[src/rtl/radix_walker_pkg.sv]
package radix_walker_pkg;

  localparam logic [1:0] ACC_LOAD  = 2'd0;
  localparam logic [1:0] ACC_STORE = 2'd1;
  localparam logic [1:0] ACC_FETCH = 2'd2;

  localparam logic [2:0] KIND_OK   = 3'd0;
  localparam logic [2:0] KIND_ISEG = 3'd1;
  localparam logic [2:0] KIND_DSEG = 3'd2;
  localparam logic [2:0] KIND_ISI  = 3'd3;
  localparam logic [2:0] KIND_DSI  = 3'd4;

  // one-hot translation fault causes driven by control
  localparam logic [2:0] CAUSE_NOTRANS = 3'b001;
  localparam logic [2:0] CAUSE_BADCFG  = 3'b010;
  localparam logic [2:0] CAUSE_PROT    = 3'b100;

  localparam logic [63:0] REF_BIT = 64'h0000_0000_0000_0100;
  localparam logic [63:0] CHG_BIT = 64'h0000_0000_0000_0080;
  localparam logic [63:0] RPN_MASK = 64'h01FF_FFFF_FFFF_F000;
  localparam logic [63:0] NLB_MASK = 64'h0FFF_FFFF_FFFF_FF00;
  localparam logic [63:0] TBL_MASK = 64'h0FFF_FFFF_FFFF_F000;
  localparam logic [63:0] REAL_MASK = 64'h0FFF_FFFF_FFFF_FFFF;
  localparam int          MIN_NLS = 5;

  typedef enum logic [1:0] {SEL_PRTB, SEL_DIR, SEL_PTE} memsel_e;

  typedef struct packed {
    logic     capture;
    logic     loadRoot;
    logic     loadNext;
    logic     loadLeaf;
    logic     finReal;
    logic     finSeg;
    logic     finFault;
    logic     finOk;
    logic [2:0] faultCause;
    memsel_e  memSel;
  } strobe_t;

  typedef struct packed {
    logic realMode;
    logic badQuad;
    logic pidOob;
    logic cfgBad;
    logic entValid;
    logic entLeaf;
    logic protFail;
    logic needWb;
  } flag_t;

endpackage

[src/rtl/radix_walker_dp.sv]
module radix_walker_dp
  import radix_walker_pkg::*;
#(
  parameter int PID_W      = 20,
  parameter int MAX_LEVELS = 4
) (
  input  logic             clk,
  input  logic             rst_n,
  input  logic             instrReloc,
  input  logic             dataReloc,
  input  logic [PID_W-1:0] curPid,
  input  logic [63:0]      prtbBase,
  input  logic [4:0]       prtbSize,
  input  logic [63:0]      reqAddr,
  input  logic [1:0]       reqType,
  input  logic [63:0]      memRData,
  input  strobe_t          stb,
  output flag_t            flg,
  output logic [63:0]      memAddr,
  output logic [63:0]      memWData,
  output logic [2:0]       rspKind,
  output logic [3:0]       rspCause,
  output logic [63:0]      rspAddr,
  output logic [5:0]       rspShift,
  output logic [2:0]       rspPerm
);

  localparam int LVL_W = $clog2(MAX_LEVELS + 1);

  logic [63:0]      eaR;
  logic [1:0]       typeR;
  logic [PID_W-1:0] pidR;
  logic [63:0]      baseR;
  logic [4:0]       nlsR;
  logic [6:0]       remR;
  logic [LVL_W-1:0] lvlR;
  logic [63:0]      pteAddrR;
  logic [63:0]      leafR;

  logic        isFetch, isStore;
  logic [63:0] pidWide, prtbAddr, walkEa;
  logic [6:0]  shiftAmt;
  logic [63:0] idxMask, dirIdx, dirAddr;
  logic [63:0] pageMask, leafRa, newPte;
  logic        permRd, permWr, permEx;

  assign isFetch  = (typeR == ACC_FETCH);
  assign isStore  = (typeR == ACC_STORE);
  assign pidWide  = 64'(pidR);
  assign prtbAddr = (prtbBase & TBL_MASK) + (pidWide << 4);
  assign walkEa   = {2'b00, eaR[61:0]};
  assign shiftAmt = remR - {2'b00, nlsR};
  assign idxMask  = (64'd1 << nlsR) - 64'd1;
  assign dirIdx   = (walkEa >> shiftAmt) & idxMask;
  assign dirAddr  = baseR + (dirIdx << 3);
  assign pageMask = (64'd1 << remR) - 64'd1;
  assign leafRa   = (leafR & RPN_MASK & ~pageMask) | (walkEa & pageMask);
  assign newPte   = leafR | REF_BIT | (isStore ? CHG_BIT : 64'd0);
  assign permRd   = leafR[2] | leafR[1];
  assign permWr   = leafR[1];
  assign permEx   = leafR[0];

  always_comb begin
    flg.realMode = isFetch ? !instrReloc : !dataReloc;
    flg.badQuad  = (eaR[63:62] == 2'b01) || (eaR[63:62] == 2'b10);
    flg.pidOob   = (pidWide >> ({1'b0, prtbSize} + 6'd8)) != 64'd0;
    flg.cfgBad   = (nlsR < 5'(MIN_NLS)) || ({2'b00, nlsR} > remR) ||
                   (lvlR == LVL_W'(MAX_LEVELS));
    flg.entValid = memRData[63];
    flg.entLeaf  = memRData[62];
    case (typeR)
      ACC_STORE: flg.protFail = !permWr;
      ACC_FETCH: flg.protFail = !permEx;
      default:   flg.protFail = !permRd;
    endcase
    flg.needWb   = (newPte != leafR);
  end

  always_comb begin
    case (stb.memSel)
      SEL_DIR: memAddr = dirAddr;
      SEL_PTE: memAddr = pteAddrR;
      default: memAddr = prtbAddr;
    endcase
  end
  assign memWData = newPte;

  // walk state
  always_ff @(posedge clk or negedge rst_n) begin
    if (!rst_n) begin
      eaR      <= '0;
      typeR    <= '0;
      pidR     <= '0;
      baseR    <= '0;
      nlsR     <= '0;
      remR     <= '0;
      lvlR     <= '0;
      pteAddrR <= '0;
      leafR    <= '0;
    end else begin
      if (stb.capture) begin
        eaR   <= reqAddr;
        typeR <= reqType;
        pidR  <= (reqAddr[63:62] == 2'b11) ? '0 : curPid;
      end
      if (stb.loadRoot) begin
        remR  <= 7'({memRData[62:61], memRData[7:5]}) + 7'd31;
        baseR <= memRData & NLB_MASK;
        nlsR  <= memRData[4:0];
        lvlR  <= '0;
      end
      if (stb.loadNext) begin
        remR  <= shiftAmt;
        baseR <= memRData & NLB_MASK;
        nlsR  <= memRData[4:0];
        lvlR  <= lvlR + 1'b1;
      end
      if (stb.loadLeaf) begin
        remR     <= shiftAmt;
        leafR    <= memRData;
        pteAddrR <= dirAddr;
      end
    end
  end

  // result registers
  always_ff @(posedge clk or negedge rst_n) begin
    if (!rst_n) begin
      rspKind  <= KIND_OK;
      rspCause <= '0;
      rspAddr  <= '0;
      rspShift <= '0;
      rspPerm  <= '0;
    end else if (stb.finReal) begin
      rspKind  <= KIND_OK;
      rspCause <= '0;
      rspAddr  <= eaR & REAL_MASK;
      rspShift <= 6'd12;
      rspPerm  <= 3'b111;
    end else if (stb.finSeg) begin
      rspKind  <= isFetch ? KIND_ISEG : KIND_DSEG;
      rspCause <= '0;
      rspAddr  <= isFetch ? 64'd0 : eaR;
      rspShift <= '0;
      rspPerm  <= '0;
    end else if (stb.finFault) begin
      rspKind  <= isFetch ? KIND_ISI : KIND_DSI;
      rspCause <= {isStore, stb.faultCause};
      rspAddr  <= isFetch ? 64'd0 : eaR;
      rspShift <= '0;
      rspPerm  <= '0;
    end else if (stb.finOk) begin
      rspKind  <= KIND_OK;
      rspCause <= '0;
      rspAddr  <= leafRa;
      rspShift <= remR[5:0];
      rspPerm  <= {permEx, permWr & isStore, permRd};
    end
  end

endmodule

[src/rtl/radix_walker_ctrl.sv]
module radix_walker_ctrl
  import radix_walker_pkg::*;
(
  input  logic    clk,
  input  logic    rst_n,
  input  logic    reqValid,
  output logic    reqReady,
  output logic    rspValid,
  input  logic    rspReady,
  output logic    memValid,
  output logic    memWrite,
  input  logic    memReady,
  input  logic    memRspValid,
  input  flag_t   flg,
  output strobe_t stb
);

  typedef enum logic [3:0] {
    ST_IDLE, ST_CLASSIFY, ST_PRTB_REQ, ST_PRTB_WAIT, ST_CHECK,
    ST_DIR_REQ, ST_DIR_WAIT, ST_LEAF, ST_WB_REQ, ST_RESP
  } state_e;

  state_e state, nextState;

  always_ff @(posedge clk or negedge rst_n) begin
    if (!rst_n) state <= ST_IDLE;
    else        state <= nextState;
  end

  always_comb begin
    nextState = state;
    stb       = '0;
    stb.memSel = SEL_PRTB;
    reqReady  = 1'b0;
    rspValid  = 1'b0;
    memValid  = 1'b0;
    memWrite  = 1'b0;
    case (state)
      ST_IDLE: begin
        reqReady = 1'b1;
        if (reqValid) begin
          stb.capture = 1'b1;
          nextState   = ST_CLASSIFY;
        end
      end
      ST_CLASSIFY: begin
        if (flg.realMode) begin
          stb.finReal = 1'b1;
          nextState   = ST_RESP;
        end else if (flg.badQuad) begin
          stb.finSeg = 1'b1;
          nextState  = ST_RESP;
        end else if (flg.pidOob) begin
          stb.finFault   = 1'b1;
          stb.faultCause = CAUSE_NOTRANS;
          nextState      = ST_RESP;
        end else begin
          nextState = ST_PRTB_REQ;
        end
      end
      ST_PRTB_REQ: begin
        memValid   = 1'b1;
        stb.memSel = SEL_PRTB;
        if (memReady) nextState = ST_PRTB_WAIT;
      end
      ST_PRTB_WAIT: begin
        if (memRspValid) begin
          stb.loadRoot = 1'b1;
          nextState    = ST_CHECK;
        end
      end
      ST_CHECK: begin
        if (flg.cfgBad) begin
          stb.finFault   = 1'b1;
          stb.faultCause = CAUSE_BADCFG;
          nextState      = ST_RESP;
        end else begin
          nextState = ST_DIR_REQ;
        end
      end
      ST_DIR_REQ: begin
        memValid   = 1'b1;
        stb.memSel = SEL_DIR;
        if (memReady) nextState = ST_DIR_WAIT;
      end
      ST_DIR_WAIT: begin
        if (memRspValid) begin
          if (!flg.entValid) begin
            stb.finFault   = 1'b1;
            stb.faultCause = CAUSE_NOTRANS;
            nextState      = ST_RESP;
          end else if (flg.entLeaf) begin
            stb.loadLeaf = 1'b1;
            nextState    = ST_LEAF;
          end else begin
            stb.loadNext = 1'b1;
            nextState    = ST_CHECK;
          end
        end
      end
      ST_LEAF: begin
        if (flg.protFail) begin
          stb.finFault   = 1'b1;
          stb.faultCause = CAUSE_PROT;
          nextState      = ST_RESP;
        end else begin
          stb.finOk = 1'b1;
          nextState = flg.needWb ? ST_WB_REQ : ST_RESP;
        end
      end
      ST_WB_REQ: begin
        memValid   = 1'b1;
        memWrite   = 1'b1;
        stb.memSel = SEL_PTE;
        if (memReady) nextState = ST_RESP;
      end
      ST_RESP: begin
        rspValid = 1'b1;
        if (rspReady) nextState = ST_IDLE;
      end
      default: nextState = ST_IDLE;
    endcase
  end

endmodule

[src/rtl/radix_walker.sv]
module radix_walker
  import radix_walker_pkg::*;
#(
  parameter int PID_W      = 20,
  parameter int MAX_LEVELS = 4
) (
  input  logic             clk,
  input  logic             rst_n,
  input  logic             instrReloc,
  input  logic             dataReloc,
  input  logic [PID_W-1:0] curPid,
  input  logic [63:0]      prtbBase,
  input  logic [4:0]       prtbSize,
  input  logic             reqValid,
  output logic             reqReady,
  input  logic [63:0]      reqAddr,
  input  logic [1:0]       reqType,
  output logic             rspValid,
  input  logic             rspReady,
  output logic [2:0]       rspKind,
  output logic [3:0]       rspCause,
  output logic [63:0]      rspAddr,
  output logic [5:0]       rspShift,
  output logic [2:0]       rspPerm,
  output logic             memValid,
  input  logic             memReady,
  output logic             memWrite,
  output logic [63:0]      memAddr,
  output logic [63:0]      memWData,
  input  logic             memRspValid,
  input  logic [63:0]      memRData
);

  strobe_t stb;
  flag_t   flg;

  radix_walker_ctrl u_ctrl (
    .clk(clk), .rst_n(rst_n),
    .reqValid(reqValid), .reqReady(reqReady),
    .rspValid(rspValid), .rspReady(rspReady),
    .memValid(memValid), .memWrite(memWrite),
    .memReady(memReady), .memRspValid(memRspValid),
    .flg(flg), .stb(stb)
  );

  radix_walker_dp #(.PID_W(PID_W), .MAX_LEVELS(MAX_LEVELS)) u_dp (
    .clk(clk), .rst_n(rst_n),
    .instrReloc(instrReloc), .dataReloc(dataReloc),
    .curPid(curPid), .prtbBase(prtbBase), .prtbSize(prtbSize),
    .reqAddr(reqAddr), .reqType(reqType), .memRData(memRData),
    .stb(stb), .flg(flg),
    .memAddr(memAddr), .memWData(memWData),
    .rspKind(rspKind), .rspCause(rspCause), .rspAddr(rspAddr),
    .rspShift(rspShift), .rspPerm(rspPerm)
  );

endmodule

[config.mk]
export PLATFORM = sky130hd
export DESIGN_NAME = radix_walker
export DESIGN_NICKNAME = d
export VERILOG_FILES = /design/src/rtl/radix_walker_pkg.sv /design/src/rtl/radix_walker_dp.sv /design/src/rtl/radix_walker_ctrl.sv /design/src/rtl/radix_walker.sv
export SDC_FILE = /design/constraint.sdc
export NUM_CORES = 1
export LEC_CHECK = 0
export ABC_AREA = 1
export BUFFER_PORTS_ARGS = -buffer_cell sky130_fd_sc_hd__buf_2
export CAP_MARGIN = 20
export CORE_ASPECT_RATIO = 0.8
export CORE_MARGIN = 5
export CORE_UTILIZATION = 45
export DETAILED_ROUTE_END_ITERATION = 6
export PLACE_DENSITY = 0.65
export SLEW_MARGIN = 20
export SYNTH_ARGS = -nofsm -noshare
export SYNTH_HDL_FRONTEND = slang
export SYNTH_HIERARCHICAL = 1
export SYNTH_SLANG_ARGS = --single-unit
[constraint.sdc]
create_clock -name clk -period 10.3 [get_ports clk]
set_input_delay 1.03 -clock clk [delete_from_list [all_inputs] [get_ports clk]]
set_output_delay 1.03 -clock clk [all_outputs]
set_load 0.1 [all_outputs]
==> metrics.csv <==
metric,value,unit
drc_errors,0,
ant_nets,0,
postRouteWirelength,140,mm
pin_count,439,
worstHoldPathType,input port to async pin,
dp_hpwl,114,mm
wl_per_cell,23.7,µm
vias,34400,
crit_type,flip-flop to primary output,
syn_area_per_cell,6.27,µm²
synthArstFlopShare,100,%
area_growth,12.2,%
yosysSeqAreaShare,30.1,%
htree_levels,2,
report.final.slew_viol_count,0,
synth_cell_type_count,61,
slew_headroom,14.5,%
slowest_delay,960,ps
drv_cap,0,
cts_resized,0,
fin_setup_tns,0,ps
synth_area_leaders,"dfrtp_1 30%, nand2_1 18%, o21ai_0 9.0%, nand3_1 6.6%, inv_1 5.6%",
grt.total_usage,37.3,%
cts_num_sinks,362,
dieWidth,299,µm
port_buffers,418,
antenna_found_initial,5,
yosys-top-cells-count,"1,426 x nand2_1, 539 x o21ai_0, 452 x inv_1",
clockRootBuffer,clkbuf_16,
cts_buffer_depth,3,
grt_pass1_vias,31100,
startpoint_type,flip-flop,
grt_max_degree,147,
post-cts-setup-buffers,0,
core_area,66000,µm²
critPathMostFrequentCell,o21ai_0,
numCtsBuffers,42,
clk_pin_slew,60,ps
start_util,45.6,%
first_pass_iters,6,
cp_max_fo,73,
synth-seq-cells,362,
dp_slack,2080,ps
yosysMostFrequentCell,nand2_1,
ys_warn_count,6,
endpoint_kind,primary output,
setup_viol,0,
worst_pin_slew,1270,ps
synth_top_area_share,30.1,%
worstSkewPairLatency,610,ps
hold_buffers,0,
grt_pass1_wl,204,mm
drt_iter0_markers,4497,
syn_area,30100,µm²
netlist_instances,4803,
gp_congestion,1.08,
min_period,9190,ps
drive_gt1_share,13.4,%
cpMaxStageDelayCell,o21ai_0,
yosysTopAreaCell,dfrtp_1,
layout.nets,5348,
fin_worst_skew,36.6,ps
post-route-period-util,89.2,%
finalHoldViolations,0,
cts_tree,yes,
fin_ws,1110,ps
clock.fmax,0.109,GHz
rsz0062_at_grt,no,
gr-total-overflow,0,
vias_per_cell,5.80,
worstPathRequired,9270,ps
status,"finished, final reports clean",
yosys_most_used_dff,dfrtp_1,
dieArea,72200,µm²
worstPathCellList,inv_2 -> ha_4 -> buf_12 -> o21ai_0 -> or2_2 -> o21ai_0 -> o21ai_0 -> o211ai_1 -> nand3_1 -> nand2_1 -> nor2_1 -> ha_1 -> inv_1 -> fa_1 -> nor3_1 -> nor2_1 -> o21ai_0 -> nand3_1 -> nand2_1 -> xor2_1 -> nand2_1 -> a22oi_1 -> buf_2,
cp.arrival,8160,ps
rows,84,
synth-edff-count,0,
die_h,241,µm
per-stage QoR:
step	utilization (%)	hold slack [ps]	cells	area, µm²
after floorplan	-	442	4818	30200
after global placement	49.0	449	5856	32400
after detailed placement	49.0	453	5856	32400
after CTS	51.2	449	5933	33800
after global routing	51.2	478	5934	33800
final	51.2	429	5935	33800
area by class of cell:
cell class	instances	area [µm²]
diodes	2	5.00
clock buffers	59	1240
clock inverters	18	209
fillers	7065	32200
inverters	488	1840
multi-input cells	3693	18000
flip-flops and latches	362	9060
well taps	860	1080
repair buffers	453	2390
cells by family (layout without fill, tap and decap cells):
group,count (synthesis),after routing,share of synthesized area [%]
AND/OR/NAND/NOR,2520,2520,35.5
AO/OA/AOI/OAI,991,991,17.7
buffers and inverters,763,1018,10.7
flip-flops,362,362,30.1
adder cells (fa/ha/maj),81,81,3.44
XOR/XNOR,60,60,1.79
multiplexers,24,24,0.814
other,2,19,0.0249
cells in the final DEF, fill, tap and decap left out, types with 62 or more instances in the layout:
cell type,n
nand4_1,62
nand2_1,1426
ha_1,75
a21oi_1,298
inv_1,452
o21ai_0,539
dfrtp_1,362
nor2_1,425
buf_2,417
nand3_1,396
registers in the layout (all words and copies together) (netlist names):
| signal | flops |
|---|---|
| u_dp/pteAddrR | 61 |
| u_ctrl/state | 4 |
| u_dp/lvlR | 3 |
| u_dp/rspKind | 3 |
| u_dp/rspCause | 4 |
| u_dp/rspPerm | 3 |
| u_dp/eaR | 64 |
| u_dp/typeR | 2 |
| u_dp/pidR | 20 |
| u_dp/leafR | 64 |
| u_dp/baseR | 52 |
| u_dp/remR | 7 |
| u_dp/nlsR | 5 |
| u_dp/rspAddr | 64 |
| u_dp/rspShift | 6 |
metal layers:
layer	part of all wire, %	global-route usage (%)	wire length (µm)	vias up
met5	0.012	0	17	-
li1	-	-	-	16100
met1	46	57.4	65200	16400
met4	1.8	6.25	2590	2
met3	12	10.0	16300	144
met2	40	52.8	56400	1791
critical path: cells and delay by family (launching register included):
kind	cells	cell delay [ps]
flops	1	750
simple gates	9	1490
compound gates	6	2630
fa+ha+maj	3	1220
xor+xnor	1	240
buf+inv	4	1140
path summary, 6_finish.rpt:
check	startpoint	to	slack, ps	depth (start not counted)
hold reg to reg	u_dp/leafR[3]	u_dp/leafR[3]	470	2
min in group clk	u_dp/leafR[3]	u_dp/leafR[3]	470	2
hold / removal	rst_n	u_dp/eaR[37]	430	1
setup / recovery	u_dp/remR[0]	memAddr[30]	1110	23
max in group asynchronous	rst_n	u_dp/nlsR[4]	8410	2
setup reg to reg	u_dp/remR[0]	u_dp/pteAddrR[46]	3240	24
Power is not shown: default switching activity piles up to over one toggle a cycle in this logic, so the estimate is an artifact.
